--- src/rtl/irdec_pkg.sv ---
package irdec_pkg;

  typedef enum logic [1:0] {
    ST_IDLE   = 2'd0,
    ST_SAMPLE = 2'd1,
    ST_EDGE   = 2'd2,
    ST_GUARD  = 2'd3
  } dec_state_t;

  // samples taken after the first start bit
  localparam int unsigned FRAME_SAMPLES = 13;
  localparam int unsigned ADDR_W        = 5;
  localparam int unsigned CMDLO_W       = 6;
  localparam int unsigned CMD_W         = CMDLO_W + 1;

  // positions inside the shifted sample word (first sample ends at MSB)
  localparam int unsigned POS_FIELD = FRAME_SAMPLES - 1;
  localparam int unsigned POS_TOG   = FRAME_SAMPLES - 2;
  localparam int unsigned POS_ADDR  = CMDLO_W;

endpackage

--- src/rtl/irdec_sync_edge.sv ---
module irdec_sync_edge (
  input  logic clk,
  input  logic rst_n,
  input  logic rx_i,
  output logic lvl_o,
  output logic edge_o
);

  logic meta_q, sync_q, last_q;

  // reset to the idle (high) line level
  always_ff @(posedge clk or negedge rst_n) begin
    if (!rst_n) begin
      meta_q <= 1'b1;
      sync_q <= 1'b1;
      last_q <= 1'b1;
    end else begin
      meta_q <= rx_i;
      sync_q <= meta_q;
      last_q <= sync_q;
    end
  end

  assign lvl_o  = sync_q;
  assign edge_o = sync_q ^ last_q;

endmodule

--- src/rtl/irdec_us_timer.sv ---
module irdec_us_timer #(
  parameter int unsigned CLKS_PER_US = 50,
  parameter int unsigned CNT_W       = 13
) (
  input  logic             clk,
  input  logic             rst_n,
  input  logic             clr_i,
  output logic [CNT_W-1:0] count_o
);

  localparam logic [CNT_W-1:0] CNT_MAX = {CNT_W{1'b1}};

  logic             tick;
  logic [CNT_W-1:0] cnt_q, cnt_d;

  generate
    if (CLKS_PER_US > 1) begin : g_pre
      localparam int unsigned PRE_W = $clog2(CLKS_PER_US);
      localparam logic [PRE_W-1:0] PRE_LAST = PRE_W'(CLKS_PER_US - 1);
      logic [PRE_W-1:0] pre_q, pre_d;

      assign tick = (pre_q == PRE_LAST);

      always_comb begin
        if (clr_i || tick) pre_d = '0;
        else               pre_d = pre_q + 1'b1;
      end

      always_ff @(posedge clk or negedge rst_n) begin
        if (!rst_n) pre_q <= '0;
        else        pre_q <= pre_d;
      end
    end else begin : g_nopre
      assign tick = 1'b1;
    end
  endgenerate

  // saturating microsecond count
  always_comb begin
    cnt_d = cnt_q;
    if (clr_i)                         cnt_d = '0;
    else if (tick && cnt_q != CNT_MAX) cnt_d = cnt_q + 1'b1;
  end

  always_ff @(posedge clk or negedge rst_n) begin
    if (!rst_n) cnt_q <= '0;
    else        cnt_q <= cnt_d;
  end

  assign count_o = cnt_q;


  clr_restart_chk: assert property (@(posedge clk) disable iff (!rst_n)
    clr_i |=> (count_o == '0));


  sat_hold_chk: assert property (@(posedge clk) disable iff (!rst_n)
    (count_o == CNT_MAX && !clr_i) |=> (count_o == CNT_MAX));

endmodule

--- src/rtl/irdec_frame_fsm.sv ---
module irdec_frame_fsm
  import irdec_pkg::*;
#(
  parameter int unsigned BIT_US = 1778,
  parameter int unsigned CNT_W  = 13
) (
  input  logic                     clk,
  input  logic                     rst_n,
  input  logic                     lvl_i,
  input  logic                     edge_i,
  input  logic [CNT_W-1:0]         tmr_i,
  output logic                     tmr_clr_o,
  output logic                     done_o,
  output logic [FRAME_SAMPLES-1:0] bits_o
);

  localparam int unsigned IDX_W = $clog2(FRAME_SAMPLES + 1);
  localparam logic [IDX_W-1:0] LAST_IDX = IDX_W'(FRAME_SAMPLES - 1);
  localparam logic [CNT_W:0]   TMAX_W   = {1'b0, {CNT_W{1'b1}}};
  localparam logic [CNT_W-1:0] NOM_EST  = CNT_W'(BIT_US);
  localparam logic [CNT_W-1:0] MIN_EST  = CNT_W'(4);

  dec_state_t               state_q, state_d;
  logic [CNT_W-1:0]         est_q, est_d;
  logic [IDX_W-1:0]         idx_q, idx_d;
  logic [FRAME_SAMPLES-1:0] sh_q, sh_d;
  logic                     done_q, done_d;

  // timing points derived from the current period estimate
  logic [CNT_W:0]   est_w, to_sum, grd_sum;
  logic [CNT_W-1:0] smp_at, to_at, grd_at;

  always_comb begin
    est_w   = {1'b0, est_q};
    smp_at  = (est_q >> 1) + (est_q >> 2);
    to_sum  = est_w + (est_w >> 1);
    grd_sum = est_w << 1;
    to_at   = (to_sum  > TMAX_W) ? {CNT_W{1'b1}} : to_sum[CNT_W-1:0];
    grd_at  = (grd_sum > TMAX_W) ? {CNT_W{1'b1}} : grd_sum[CNT_W-1:0];
  end

  always_comb begin
    state_d   = state_q;
    est_d     = est_q;
    idx_d     = idx_q;
    sh_d      = sh_q;
    done_d    = 1'b0;
    tmr_clr_o = 1'b0;
    unique case (state_q)
      ST_IDLE: begin
        if (edge_i) begin
          state_d   = ST_SAMPLE;
          est_d     = NOM_EST;
          idx_d     = '0;
          tmr_clr_o = 1'b1;
        end
      end
      ST_SAMPLE: begin
        if (tmr_i >= smp_at) begin
          sh_d  = {sh_q[FRAME_SAMPLES-2:0], lvl_i};
          idx_d = idx_q + 1'b1;
          if (idx_q == LAST_IDX) begin
            done_d  = 1'b1;
            state_d = ST_GUARD;
          end else begin
            state_d = ST_EDGE;
          end
        end
      end
      ST_EDGE: begin
        if (edge_i) begin
          est_d     = (tmr_i < MIN_EST) ? MIN_EST : tmr_i;
          tmr_clr_o = 1'b1;
          state_d   = ST_SAMPLE;
        end else if (tmr_i >= to_at) begin
          state_d = ST_IDLE;
        end
      end
      ST_GUARD: begin
        if (tmr_i >= grd_at) state_d = ST_IDLE;
      end
      default: state_d = ST_IDLE;
    endcase
  end

  always_ff @(posedge clk or negedge rst_n) begin
    if (!rst_n) begin
      state_q <= ST_IDLE;
      est_q   <= NOM_EST;
      idx_q   <= '0;
      sh_q    <= '0;
      done_q  <= 1'b0;
    end else begin
      state_q <= state_d;
      est_q   <= est_d;
      idx_q   <= idx_d;
      sh_q    <= sh_d;
      done_q  <= done_d;
    end
  end

  assign done_o = done_q;
  assign bits_o = sh_q;


  start_restart_chk: assert property (@(posedge clk) disable iff (!rst_n)
    (state_q == ST_IDLE && edge_i) |=> (state_q == ST_SAMPLE && tmr_i == '0));


  sample_window_chk: assert property (@(posedge clk) disable iff (!rst_n)
    (state_q == ST_SAMPLE) |-> (tmr_i <= smp_at));


  edge_timeout_chk: assert property (@(posedge clk) disable iff (!rst_n)
    (state_q == ST_EDGE) |-> (tmr_i <= to_at));


  guard_ignore_chk: assert property (@(posedge clk) disable iff (!rst_n)
    (state_q == ST_GUARD && edge_i) |=> (state_q != ST_SAMPLE));

endmodule

--- src/rtl/irdec_repeat_filter.sv ---
module irdec_repeat_filter
  import irdec_pkg::*;
#(
  parameter int unsigned NB = FRAME_SAMPLES
) (
  input  logic              clk,
  input  logic              rst_n,
  input  logic              done_i,
  input  logic [NB-1:0]     bits_i,
  output logic              valid_o,
  output logic [CMD_W-1:0]  cmd_o,
  output logic [ADDR_W-1:0] addr_o,
  output logic              tog_o
);

  logic              held_q, held_d;
  logic              valid_q, valid_d;
  logic [CMD_W-1:0]  cmd_q, cmd_d;
  logic [ADDR_W-1:0] addr_q, addr_d;
  logic              tog_q, tog_d;
  logic              fresh;

  assign fresh = done_i && (bits_i[POS_TOG] != held_q);

  always_comb begin
    held_d  = held_q;
    cmd_d   = cmd_q;
    addr_d  = addr_q;
    tog_d   = tog_q;
    valid_d = 1'b0;
    if (fresh) begin
      valid_d = 1'b1;
      held_d  = bits_i[POS_TOG];
      tog_d   = bits_i[POS_TOG];
      addr_d  = bits_i[POS_ADDR +: ADDR_W];
      cmd_d   = {~bits_i[POS_FIELD], bits_i[CMDLO_W-1:0]};
    end
  end

  always_ff @(posedge clk or negedge rst_n) begin
    if (!rst_n) begin
      held_q  <= 1'b0;
      valid_q <= 1'b0;
      cmd_q   <= '0;
      addr_q  <= '0;
      tog_q   <= 1'b0;
    end else begin
      held_q  <= held_d;
      valid_q <= valid_d;
      cmd_q   <= cmd_d;
      addr_q  <= addr_d;
      tog_q   <= tog_d;
    end
  end

  assign valid_o = valid_q;
  assign cmd_o   = cmd_q;
  assign addr_o  = addr_q;
  assign tog_o   = tog_q;


  single_pulse_chk: assert property (@(posedge clk) disable iff (!rst_n)
    valid_o |=> !valid_o);


  repeat_drop_chk: assert property (@(posedge clk) disable iff (!rst_n)
    (done_i && bits_i[POS_TOG] == held_q) |=> (!valid_o && $stable(cmd_o) && $stable(addr_o)));


  hold_outputs_chk: assert property (@(posedge clk) disable iff (!rst_n)
    !done_i |=> ($stable(cmd_o) && $stable(addr_o) && $stable(tog_o)));

endmodule

--- src/rtl/ir_biphase_decoder.sv ---
module ir_biphase_decoder
  import irdec_pkg::*;
#(
  parameter int unsigned CLKS_PER_US = 50,
  parameter int unsigned BIT_US      = 1778
) (
  input  logic              clk,
  input  logic              rst_n,
  input  logic              ir_rx_i,
  output logic              code_valid_o,
  output logic [CMD_W-1:0]  command_o,
  output logic [ADDR_W-1:0] address_o,
  output logic              toggle_o
);

  localparam int unsigned CNT_W = $clog2(4 * BIT_US);

  logic                     lvl, edge_seen, tmr_clr, frame_done;
  logic [CNT_W-1:0]         tmr;
  logic [FRAME_SAMPLES-1:0] frame_bits;

  irdec_sync_edge u_sync (
    .clk    (clk),
    .rst_n  (rst_n),
    .rx_i   (ir_rx_i),
    .lvl_o  (lvl),
    .edge_o (edge_seen)
  );

  irdec_us_timer #(
    .CLKS_PER_US (CLKS_PER_US),
    .CNT_W       (CNT_W)
  ) u_timer (
    .clk     (clk),
    .rst_n   (rst_n),
    .clr_i   (tmr_clr),
    .count_o (tmr)
  );

  irdec_frame_fsm #(
    .BIT_US (BIT_US),
    .CNT_W  (CNT_W)
  ) u_fsm (
    .clk       (clk),
    .rst_n     (rst_n),
    .lvl_i     (lvl),
    .edge_i    (edge_seen),
    .tmr_i     (tmr),
    .tmr_clr_o (tmr_clr),
    .done_o    (frame_done),
    .bits_o    (frame_bits)
  );

  irdec_repeat_filter #(
    .NB (FRAME_SAMPLES)
  ) u_filter (
    .clk     (clk),
    .rst_n   (rst_n),
    .done_i  (frame_done),
    .bits_i  (frame_bits),
    .valid_o (code_valid_o),
    .cmd_o   (command_o),
    .addr_o  (address_o),
    .tog_o   (toggle_o)
  );

endmodule

--- config.mk ---
export PLATFORM = sky130hd
export DESIGN_NAME = ir_biphase_decoder
export DESIGN_NICKNAME = d
export VERILOG_FILES = /design/src/rtl/irdec_pkg.sv /design/src/rtl/irdec_sync_edge.sv /design/src/rtl/irdec_us_timer.sv /design/src/rtl/irdec_frame_fsm.sv /design/src/rtl/irdec_repeat_filter.sv /design/src/rtl/ir_biphase_decoder.sv
export SDC_FILE = /design/constraint.sdc
export NUM_CORES = 1
export LEC_CHECK = 0
export BUFFER_PORTS_ARGS = -buffer_cell sky130_fd_sc_hd__buf_4
export CAP_MARGIN = 15
export CORE_ASPECT_RATIO = 2
export CORE_MARGIN = 2
export CORE_UTILIZATION = 50
export CTS_BUF_LIST = sky130_fd_sc_hd__clkbuf_4 sky130_fd_sc_hd__clkbuf_8
export DETAILED_ROUTE_END_ITERATION = 10
export GPL_TIMING_DRIVEN = 0
export HOLD_SLACK_MARGIN = 0.03
export PLACE_DENSITY_LB_ADDON = 0.15
export SETUP_SLACK_MARGIN = 0.2
export SYNTH_ARGS = -nofsm -noshare
export SYNTH_HDL_FRONTEND = slang
export SYNTH_SLANG_ARGS = --single-unit
--- constraint.sdc ---
create_clock -name clk -period 6.4 [get_ports clk]
set_clock_uncertainty 0.1 [all_clocks]
set_input_delay 1.92 -clock clk [delete_from_list [all_inputs] [get_ports clk]]
set_output_delay 1.92 -clock clk [all_outputs]
set_load 0.01 [all_outputs]
==> results of run 1 <==
-- cells in the final DEF, fill, tap and decap left out, types with 18 or more instances in the layout --
cell / synthesis / final
nand2_1: 78 / 78
inv_1: 19 / 19
o21ai_0: 21 / 21
nand3_1: 19 / 19
clkbuf_1: 18 / 18
a21oi_1: 27 / 27
dfrtp_1: 59 / 59
ha_1: 59 / 59
xnor2_1: 22 / 22
nor2_1: 59 / 59
-- layer usage --
| metal | vias to the layer above | routed length (um) | global-route usage |
|---|---|---|---|
| met1 | 1793 | 3960 | 0.247 |
| met4 | 0 | 691 | 0.163 |
| met3 | 37 | 238 | 0.0288 |
| li1 | 1832 | - | - |
| met2 | 85 | 6590 | 0.469 |
| met5 | - | 0 | 0 |
-- area by class of cell --
class	instances	area, um2
repair buffers	16	120
plain buffers	19	78.8
inverters	19	71.3
flip-flops and latches	69	1740
clock inverters	6	38.8
fillers	829	3960
well taps	102	128
clock buffers	10	138
multi-input cells	403	2740
-- cell families after synthesis --
family	Yosys count	synth area share
AND/OR/NAND/NOR	198	0.192
AO/OA/AOI/OAI	90	0.122
flip-flops	69	0.375
adder cells (fa/ha/maj)	61	0.168
XOR/XNOR	38	0.0719
buffers and inverters	38	0.0324
multiplexers	16	0.0386
-- power breakdown --
part	leakage, nW	total (mW)	switching, mW	internal [mW]
Sequential	0.914	0.528	0.0453	0.482
Combinational	1.51	0.551	0.342	0.209
Clock	0.0880	0.313	0.164	0.149
-- through the flow --
step / instance area (um2) / power, mW
3_3_place_gp: 4880 / 1.07
4_1_cts: 5060 / 1.40
6_report: 5060 / 1.39
2_1_floorplan: 4630 / 0.941
5_1_grt: 5060 / 1.50
3_5_place_dp: 4880 / 1.08
-- registers in the layout, indices dropped and copies added, names as in the netlist --
name / count
u_fsm.bits_o: 13
u_fsm.est_q: 13
u_timer.count_o: 13
u_filter.cmd_o: 7
u_timer.g_pre.pre_q: 6
u_filter.addr_o: 5
u_fsm.idx_q: 4
u_fsm.state_q: 2
u_filter.held_q: 1
u_filter.valid_o: 1
u_fsm.done_o: 1
u_sync.last_q: 1
u_sync.lvl_o: 1
u_sync.meta_q: 1
-- worst register-to-register path, cell delays in order, from the launching register on --
cell	delay, ns
dfstp_2	0.61
ha_1	0.32
fa_1	0.39
a31oi_1	0.18
o21ai_0	0.55
nand2_1	0.11
nand2_1	0.22
clkbuf_1	0.45
nor2_1	0.11
ha_1	0.31
a21o_1	0.16
a21o_1	0.18
a21oi_1	0.14
nor2_1	0.05
or3_1	0.38
nand3b_1	0.10
-- final timing paths --
kind / from / endpoint / slack [ns] / cells after the start
min in group asynchronous: rst_n / u_fsm.bits_o[11] / 1.57 / 1
min reg2reg: u_sync.meta_q / u_sync.lvl_o / 0.26 / 0
max reg2reg: u_fsm.est_q[1] / u_fsm.state_q[1] / 1.99 / 15
max in group asynchronous: rst_n / u_timer.g_pre.pre_q[1] / 4.06 / 1
min: u_sync.meta_q / u_sync.lvl_o / 0.26 / 0
max: u_fsm.est_q[1] / u_fsm.state_q[1] / 1.99 / 15
==> run summary, run 1 <==
Achievable Freq: 227 MHz
Layout area overhead: 9.16%
Final #Nets: 601
clock buffer depth: 2
final HPWL from detailed placement: 9130 um
Cell Area, Synth: 4630 um2
Bufs and invs on worst path: 1
port bufs: 16
Resized Gates After CTS: 0
Clock transition at path regs: 0.08 ns
later-pin clock latency in the skew report: 0.36 ns
routed via count: 3747
total grt overflow: 0
CTS tree: yes
core area: 9010 um2
EDFF count, synth: 0
row cnt: 49
crit-path cells: ha_1, fa_1, a31oi_1, o21ai_0, nand2_1, nand2_1, clkbuf_1, nor2_1, ha_1, a21o_1, a21o_1, a21oi_1, nor2_1, or3_1, nand3b_1
Layout Cells excl Fill: 644
number of global-route vias before repair: 3973
status: finished, final reports clean
CP Capture Type: flip-flop
first-iteration detailed-routing DRC count: 148
Async SR Flop Fraction: 1.00
Total GRT Usage: 0.251
power density cells: 275 nW/um2
Wirelength per Cell: 17.8 um
clock sinks: 69
Slew @ Worst Pin: 0.845 ns
yosys warns: 0
unrepaired setup endpoints after global routing: false
Unique masters post-synth: 46
# IOs: 17
post-route worst setup slack: 1.99 ns
H-tree Lvls: 3
crit path max-delay cell type: dfstp_2
Synth Net Count: 574
placed insts: 628
VDD IR max: 0.000180 V
worst-path maximum fanout: 10
Worst slew margin: 0.437
largest net degree at the start of global routing: 70
max_cap viols: 0
clock root buffer master: clkbuf_8
CTS Buf Count: 9
Initial Util: 0.514
dominant synthesized flop cell: dfrtp_1
dominant cell by count in the synthesized netlist: nand2_1
share of layout cells above drive strength 1: 0.103
Final ANT Viol Nets: 0
post-synthesis sequential area ratio: 0.375
Fin. Hold Viols: 0
Synth area leader: dfrtp_1
critical path class: reg -> reg
postcts setup bufs: 0
Yosys reg bits: 69
critical path arrival: 4.60 ns
top cells by area, synth: dfrtp_1, ha_1, nand2_1
final core utilization: 0.561
first-pass GRT wire length: 19300 um
CP Data Required Time: 6.59 ns
leakage: 2.51 nW
die area: 10100 um2
Die Wd: 72.1 um
CP peak stage delay: 0.61 ns
final WL: 11500 um
post-synthesis cell count: 510
DIE HEIGHT: 140 um
vias per std cell: 5.82
WHS: 0.258 ns
critical path's top delay family: compound AO/OA/AOI/OAI gates
period utilisation layout: 0.689
final setup violation count: 0
fin crit period: 4.41 ns
Synth Area per Inst: 9.08 um2
most frequent cells after synthesis: nand2_1, dfrtp_1, ha_1, nor2_1, a21oi_1
top-area cell type share of the netlist area: 0.319
final max-slew violation count: 0
final RePlAce weighted congestion: 0.942
initial antenna violation count: 0
Pre-Repair DR Iteration Count: 5
post-route setup TNS: 0 ns
Hold Path Class: reg -> reg
Remaining DRCs: 0
worst slack, placed: 2.04 ns
Critical Path Source Type: flip-flop
hold buffers post-CTS: 0
diodes inserted: 0
(Power assumes the default switching activity.)
==> run 2: changes to the inputs <==
Clock period 6.4 ns to 3.6 ns, I/O delays scaled along.
==> run 2 against run 1 <==
Against the previous run: sequential share of layout area fell by 4.3 points; final cell count rose by 5.9%; register-to-register slack got worse by 2.0 ns; first-iteration DRC count fell by 29%; cell area rose by 15%; via count rose by 4.8%; clock-buffer cell count rose by 5; flip-flop and latch count did not move; non-clock buffer count rose by 38; sequential power rose by 79%; core utilization rose by 8.2 points; largest cell class unchanged; highest routed layer unchanged.
==> run summary, run 2 (synthesis results as in run 1) <==
CTS tree: yes
status: finished, final reports clean
unrepaired setup endpoints after global routing: true
critical path class: reg -> reg
most frequent cells in the layout: nand2_1, nor2_1, dfrtp_1, ha_1, buf_4
# IOs: 17
critical path's top delay family: compound AO/OA/AOI/OAI gates
vias per std cell: 5.76
share of layout cells above drive strength 1: 0.259
power density cells: 508 nW/um2
row cnt: 49
total grt overflow: 0
fin crit period: 3.60 ns
clock buffer depth: 2
Pre-Repair DR Iteration Count: 4
Worst slew margin: 0.441
Die Wd: 72.1 um
CP Data Required Time: 3.73 ns
first-iteration detailed-routing DRC count: 105
Remaining DRCs: 0
final WL: 12200 um
worst slack, placed: -0.812 ns
Final #Nets: 639
Hold Path Class: reg -> reg
Total GRT Usage: 0.257
Bufs and invs on worst path: 3
Layout area overhead: 25.1%
largest net degree at the start of global routing: 70
CP Capture Type: flip-flop
Fin. Hold Viols: 0
Reg power frac: 0.321
period utilisation layout: 0.999
routed via count: 3926
post-route worst setup slack: 0.00243 ns
crit-path cells: ha_4, buf_8, buf_4, nand3_1, nand2_4, a21oi_4, o21ai_1, xnor2_1, ha_1, nand2_1, or2_0, o41a_4, nor2_8, clkbuf_16, mux2_4
port bufs: 16
Final ANT Viol Nets: 0
final max-slew violation count: 0
placed insts: 628
clock sinks: 69
diodes inserted: 0
commonest non-fill, non-tap cell in the layout: nand2_1
final setup violation count: 0
clock root buffer master: clkbuf_8
Switch Pwr: 1.12 mW
sw frac: 0.379
fillers: 774
Wirelength per Cell: 17.9 um
CTS Buf Count: 9
core area: 9010 um2
final HPWL from detailed placement: 9020 um
internal power: 1.83 mW
combinational share of power: 0.478
first-pass GRT wire length: 19800 um
max_cap viols: 0
Critical Path Source Type: flip-flop
critical path arrival: 3.73 ns
die area: 10100 um2
later-pin clock latency in the skew report: 0.35 ns
number of global-route vias before repair: 4088
Layout Cells excl Fill: 682
CP peak stage delay: 0.61 ns
Slew @ Worst Pin: 0.838 ns
Power, Total: 2.95 mW
Initial Util: 0.514
VDD IR max: 0.000463 V
leakage: 2.80 nW
final RePlAce weighted congestion: 0.900
Achievable Freq: 278 MHz
Clk pwr share: 0.201
Clock transition at path regs: 0.07 ns
H-tree Lvls: 3
initial antenna violation count: 0
crit path max-delay cell type: dfstp_2
DIE HEIGHT: 140 um
worst-path maximum fanout: 5
[run 2: worst paths after layout]
kind	cells past startpoint	end	slack [ns]	from
max	15	u_fsm.bits_o[9]	0.002	u_fsm.est_q[4]
min	0	u_sync.lvl_o	0.24	u_sync.meta_q
max reg2reg	15	u_fsm.bits_o[9]	0.002	u_fsm.est_q[4]
min reg2reg	0	u_sync.lvl_o	0.24	u_sync.meta_q
max in group asynchronous	1	u_fsm.est_q[2]	2.07	rst_n
min in group asynchronous	1	u_fsm.bits_o[11]	0.74	rst_n
[run 2: final cells by class]
cell class	instances	area, um2	area share
multi-input combinational	403	3060	0.528
sequential	69	1740	0.301
timing repair buffer	54	463	0.0799
clock buffer	15	181	0.0313
buffer	19	144	0.0248
tap	102	128	0.0220
inverter	19	71.3	0.0123
clock inverter	1	5.00	0.000864
[run 2: metrics by stage]
step | TNS (ns) | hold WS, ns | utilization | cell area (um2)
after floorplan | 0 | 0.245 | - | 4660
after global placement | -4.11 | 0.245 | 0.544 | 4910
after detailed placement | -4.35 | 0.247 | 0.544 | 4910
after CTS | -0.238 | 0.250 | 0.620 | 5590
after global routing | -1.58 | 0.253 | 0.643 | 5800
final | 0 | 0.243 | 0.643 | 5800
[run 2: worst reg2reg max path, stage by stage (launching register included)]
cell       delay (ns)
dfstp_2          0.61
ha_4             0.22
buf_8            0.13
buf_4            0.13
nand3_1          0.11
nand2_4          0.09
a21oi_4          0.20
o21ai_1          0.11
xnor2_1          0.15
ha_1             0.30
nand2_1          0.07
or2_0            0.24
o41a_4           0.40
nor2_8           0.18
clkbuf_16        0.17
mux2_4           0.29
[run 2: power by group through the flow]
stage	clock network (mW)	logic (mW)	registers [mW]
global placement	0	0.974	0.947
CTS	0.608	1.28	0.942
floorplan	0	0.767	0.926
global route	0.630	1.57	0.954
detailed placement	0	0.993	0.952
finish	0.592	1.41	0.945
[run 2: timing repair]
action / 4_1_cts / 5_1_grt
resized for setup: 65 / 35
gates cloned: 1 / 0
endpoints found under the setup margin: 20 / 20
buffers inserted: 25 / 12
pin swaps: 15 / 20
hold buffers: 0 / 0
[run 2: routing by layer]
| metal | wire length [um] | vias to the layer above | GRT usage |
|---|---|---|---|
| met5 | 0 | - | 0 |
| met4 | 826 | 0 | 0.180 |
| met3 | 199 | 45 | 0.0259 |
| met2 | 6890 | 75 | 0.480 |
| met1 | 4270 | 1895 | 0.249 |
| li1 | - | 1911 | - |
==> run 3: changes to the inputs <==
==> constraint.sdc (replaced) <==
create_clock -name clk -period 3.6 [get_ports clk]
set_clock_uncertainty 0.1 [all_clocks]
set_input_delay 0 -clock clk [delete_from_list [all_inputs] [get_ports clk]]
set_output_delay 0 -clock clk [all_outputs]
set_load 0.01 [all_outputs]
==> run 3 against run 2 <==
Against the previous run: clock-buffer cell count unchanged; sequential share of layout area shrank 0.10 points; final cell count increased by 0.29%; wire length is 0.27% lower; non-clock buffer count is 2 higher; critical path type unchanged; critical endpoint unchanged; largest cell class unchanged; largest power group unchanged.
==> run summary, run 3 (synthesis results as in run 1) <==
FF-to-FF setup slack: 0.007 ns
Slew @ Worst Pin: 0.859 ns
final max-slew violation count: 0
total grt overflow: 0
final HPWL from detailed placement: 9020 um
clock sinks: 69
max_cap viols: 0
Clock transition at path regs: 0.07 ns
final setup violation count: 0
first-pass GRT wire length: 19800 um
later-pin clock latency in the skew report: 0.34 ns
CP Data Required Time: 3.73 ns
Final Instance Area: 5820 um2
initial antenna violation count: 0
Die Wd: 72.1 um
Wirelength per Cell: 17.8 um
VDD IR max: 0.000460 V
area of the multi-input gates: 3060 um2
internal power: 1.83 mW
Clk pwr share: 0.200
Pre-Repair DR Iteration Count: 4
status: finished, final reports clean
die area: 10100 um2
r2r worst-path depth: 15
combinational share of power: 0.479
fin crit period: 3.59 ns
final WL: 12100 um
post-route setup TNS: 0 ns
CP Capture Type: flip-flop
Final #Nets: 641
core area: 9010 um2
Remaining DRCs: 0
critical path's top delay family: compound AO/OA/AOI/OAI gates
first-iteration detailed-routing DRC count: 100
Worst slew margin: 0.427
power density cells: 506 nW/um2
critical path arrival: 3.72 ns
commonest non-fill, non-tap cell in the layout: nand2_1
CTS tree: yes
Reg power frac: 0.321
fillers: 770
Total GRT Usage: 0.257
critical path class: reg -> reg
CP peak stage delay: 0.60 ns
Cell Area, Placed: 4910 um2
Hold Path Class: in -> async
WHS: 0.179 ns
Layout area overhead: 25.6%
Final ANT Viol Nets: 0
diodes inserted: 0
row cnt: 49
CTS Buf Count: 9
period utilisation layout: 0.998
share of layout cells above drive strength 1: 0.258
RR Startpoint: u_fsm.est_q[4]
most frequent cells in the layout: nand2_1, nor2_1, dfrtp_1, ha_1, buf_4
DIE HEIGHT: 140 um
Sequential Area: 1740 um2
number of global-route vias before repair: 4088
sw frac: 0.378
Critical R2R Capture: u_fsm.bits_o[9]
crit-path cells: ha_4, buf_8, buf_4, nand3_1, nand2_4, a21oi_4, o21ai_1, xnor2_1, ha_1, nand2_1, or2_0, o41a_4, nor2_8, clkbuf_16, mux2_4
leakage: 2.81 nW
Switch Pwr: 1.11 mW
Critical Path Source Type: flip-flop
port bufs: 16
clock buffer depth: 2
clock root buffer master: clkbuf_8
worst-path maximum fanout: 5
crit path max-delay cell type: dfstp_2
largest net degree at the start of global routing: 70
Initial Util: 0.514
final RePlAce weighted congestion: 0.900
H-tree Lvls: 3
unrepaired setup endpoints after global routing: true
Achievable Freq: 278 MHz
Bufs and invs on worst path: 3
# IOs: 17
routed via count: 3954
Fin. Hold Viols: 0
vias per std cell: 5.78
run 3: changes by cell type in the layout (fill, tap and decap cells not counted):
cell           delta
dlygate4sd3_1     +2
run 3: how the worst max path moves through the flow:
stage | slack, ns | cells past startpoint | start | end
2_1_floorplan | 0.20 | 14 | u_fsm.est_q[4] | u_fsm.bits_o[10]
3_3_place_gp | -0.80 | 15 | u_fsm.est_q[2] | u_fsm.state_q[1]
3_5_place_dp | -0.81 | 15 | u_fsm.est_q[2] | u_fsm.state_q[1]
4_1_cts | -0.04 | 17 | u_fsm.est_q[9] | u_fsm.state_q[1]
5_1_grt | -0.12 | 14 | u_fsm.est_q[4] | u_fsm.bits_o[9]
6_report | 0.007 | 15 | u_fsm.est_q[4] | u_fsm.bits_o[9]
run 3: final cells by class:
class,instances,area share
Sequential cell,69,0.299
Clock buffer,15,0.0312
Clock inverter,1,0.000861
Multi-Input combinational cell,403,0.526
Inverter,19,0.0123
Tap cell,102,0.0219
Timing Repair Buffer,56,0.0830
Buffer,19,0.0247
run 3: metal layers:
layer  global-route usage  part of all wire  vias to the layer above
met5                    0                 0                        -
met3               0.0259             0.018                       48
met1                0.250              0.35                     1905
met2                0.479              0.56                       88
li1                     -                 -                     1913
met4                0.180             0.071                        0
run 3: repair_timing:
action,in CTS,in global routing
buffers inserted,25,12
pin swaps,15,20
hold buffers,2,0
hold endpoints to repair,60,0
setup endpoints to repair,20,20
cloned,1,0
resized for setup,65,35
run 3: power groups by stage:
| stage | Sequential (mW) | Clock, mW | Combinational (mW) |
|---|---|---|---|
| 2_1_floorplan | 0.926 | 0 | 0.767 |
| 4_1_cts | 0.942 | 0.608 | 1.28 |
| 6_report | 0.945 | 0.590 | 1.41 |
| 5_1_grt | 0.954 | 0.630 | 1.57 |
| 3_5_place_dp | 0.952 | 0 | 0.993 |
| 3_3_place_gp | 0.947 | 0 | 0.974 |
run 3: per-stage QoR:
| stage | std cells | setup WS (ns) | utilization | power [mW] |
|---|---|---|---|---|
| after detailed placement | 628 | -0.812 | 0.544 | 1.95 |
| final | 684 | 0.00691 | 0.645 | 2.95 |
| after global routing | 684 | -0.116 | 0.645 | 3.15 |
| after CTS | 672 | -0.0358 | 0.622 | 2.83 |
| after floorplan | 510 | 0.200 | - | 1.69 |
| after global placement | 628 | -0.801 | 0.544 | 1.92 |
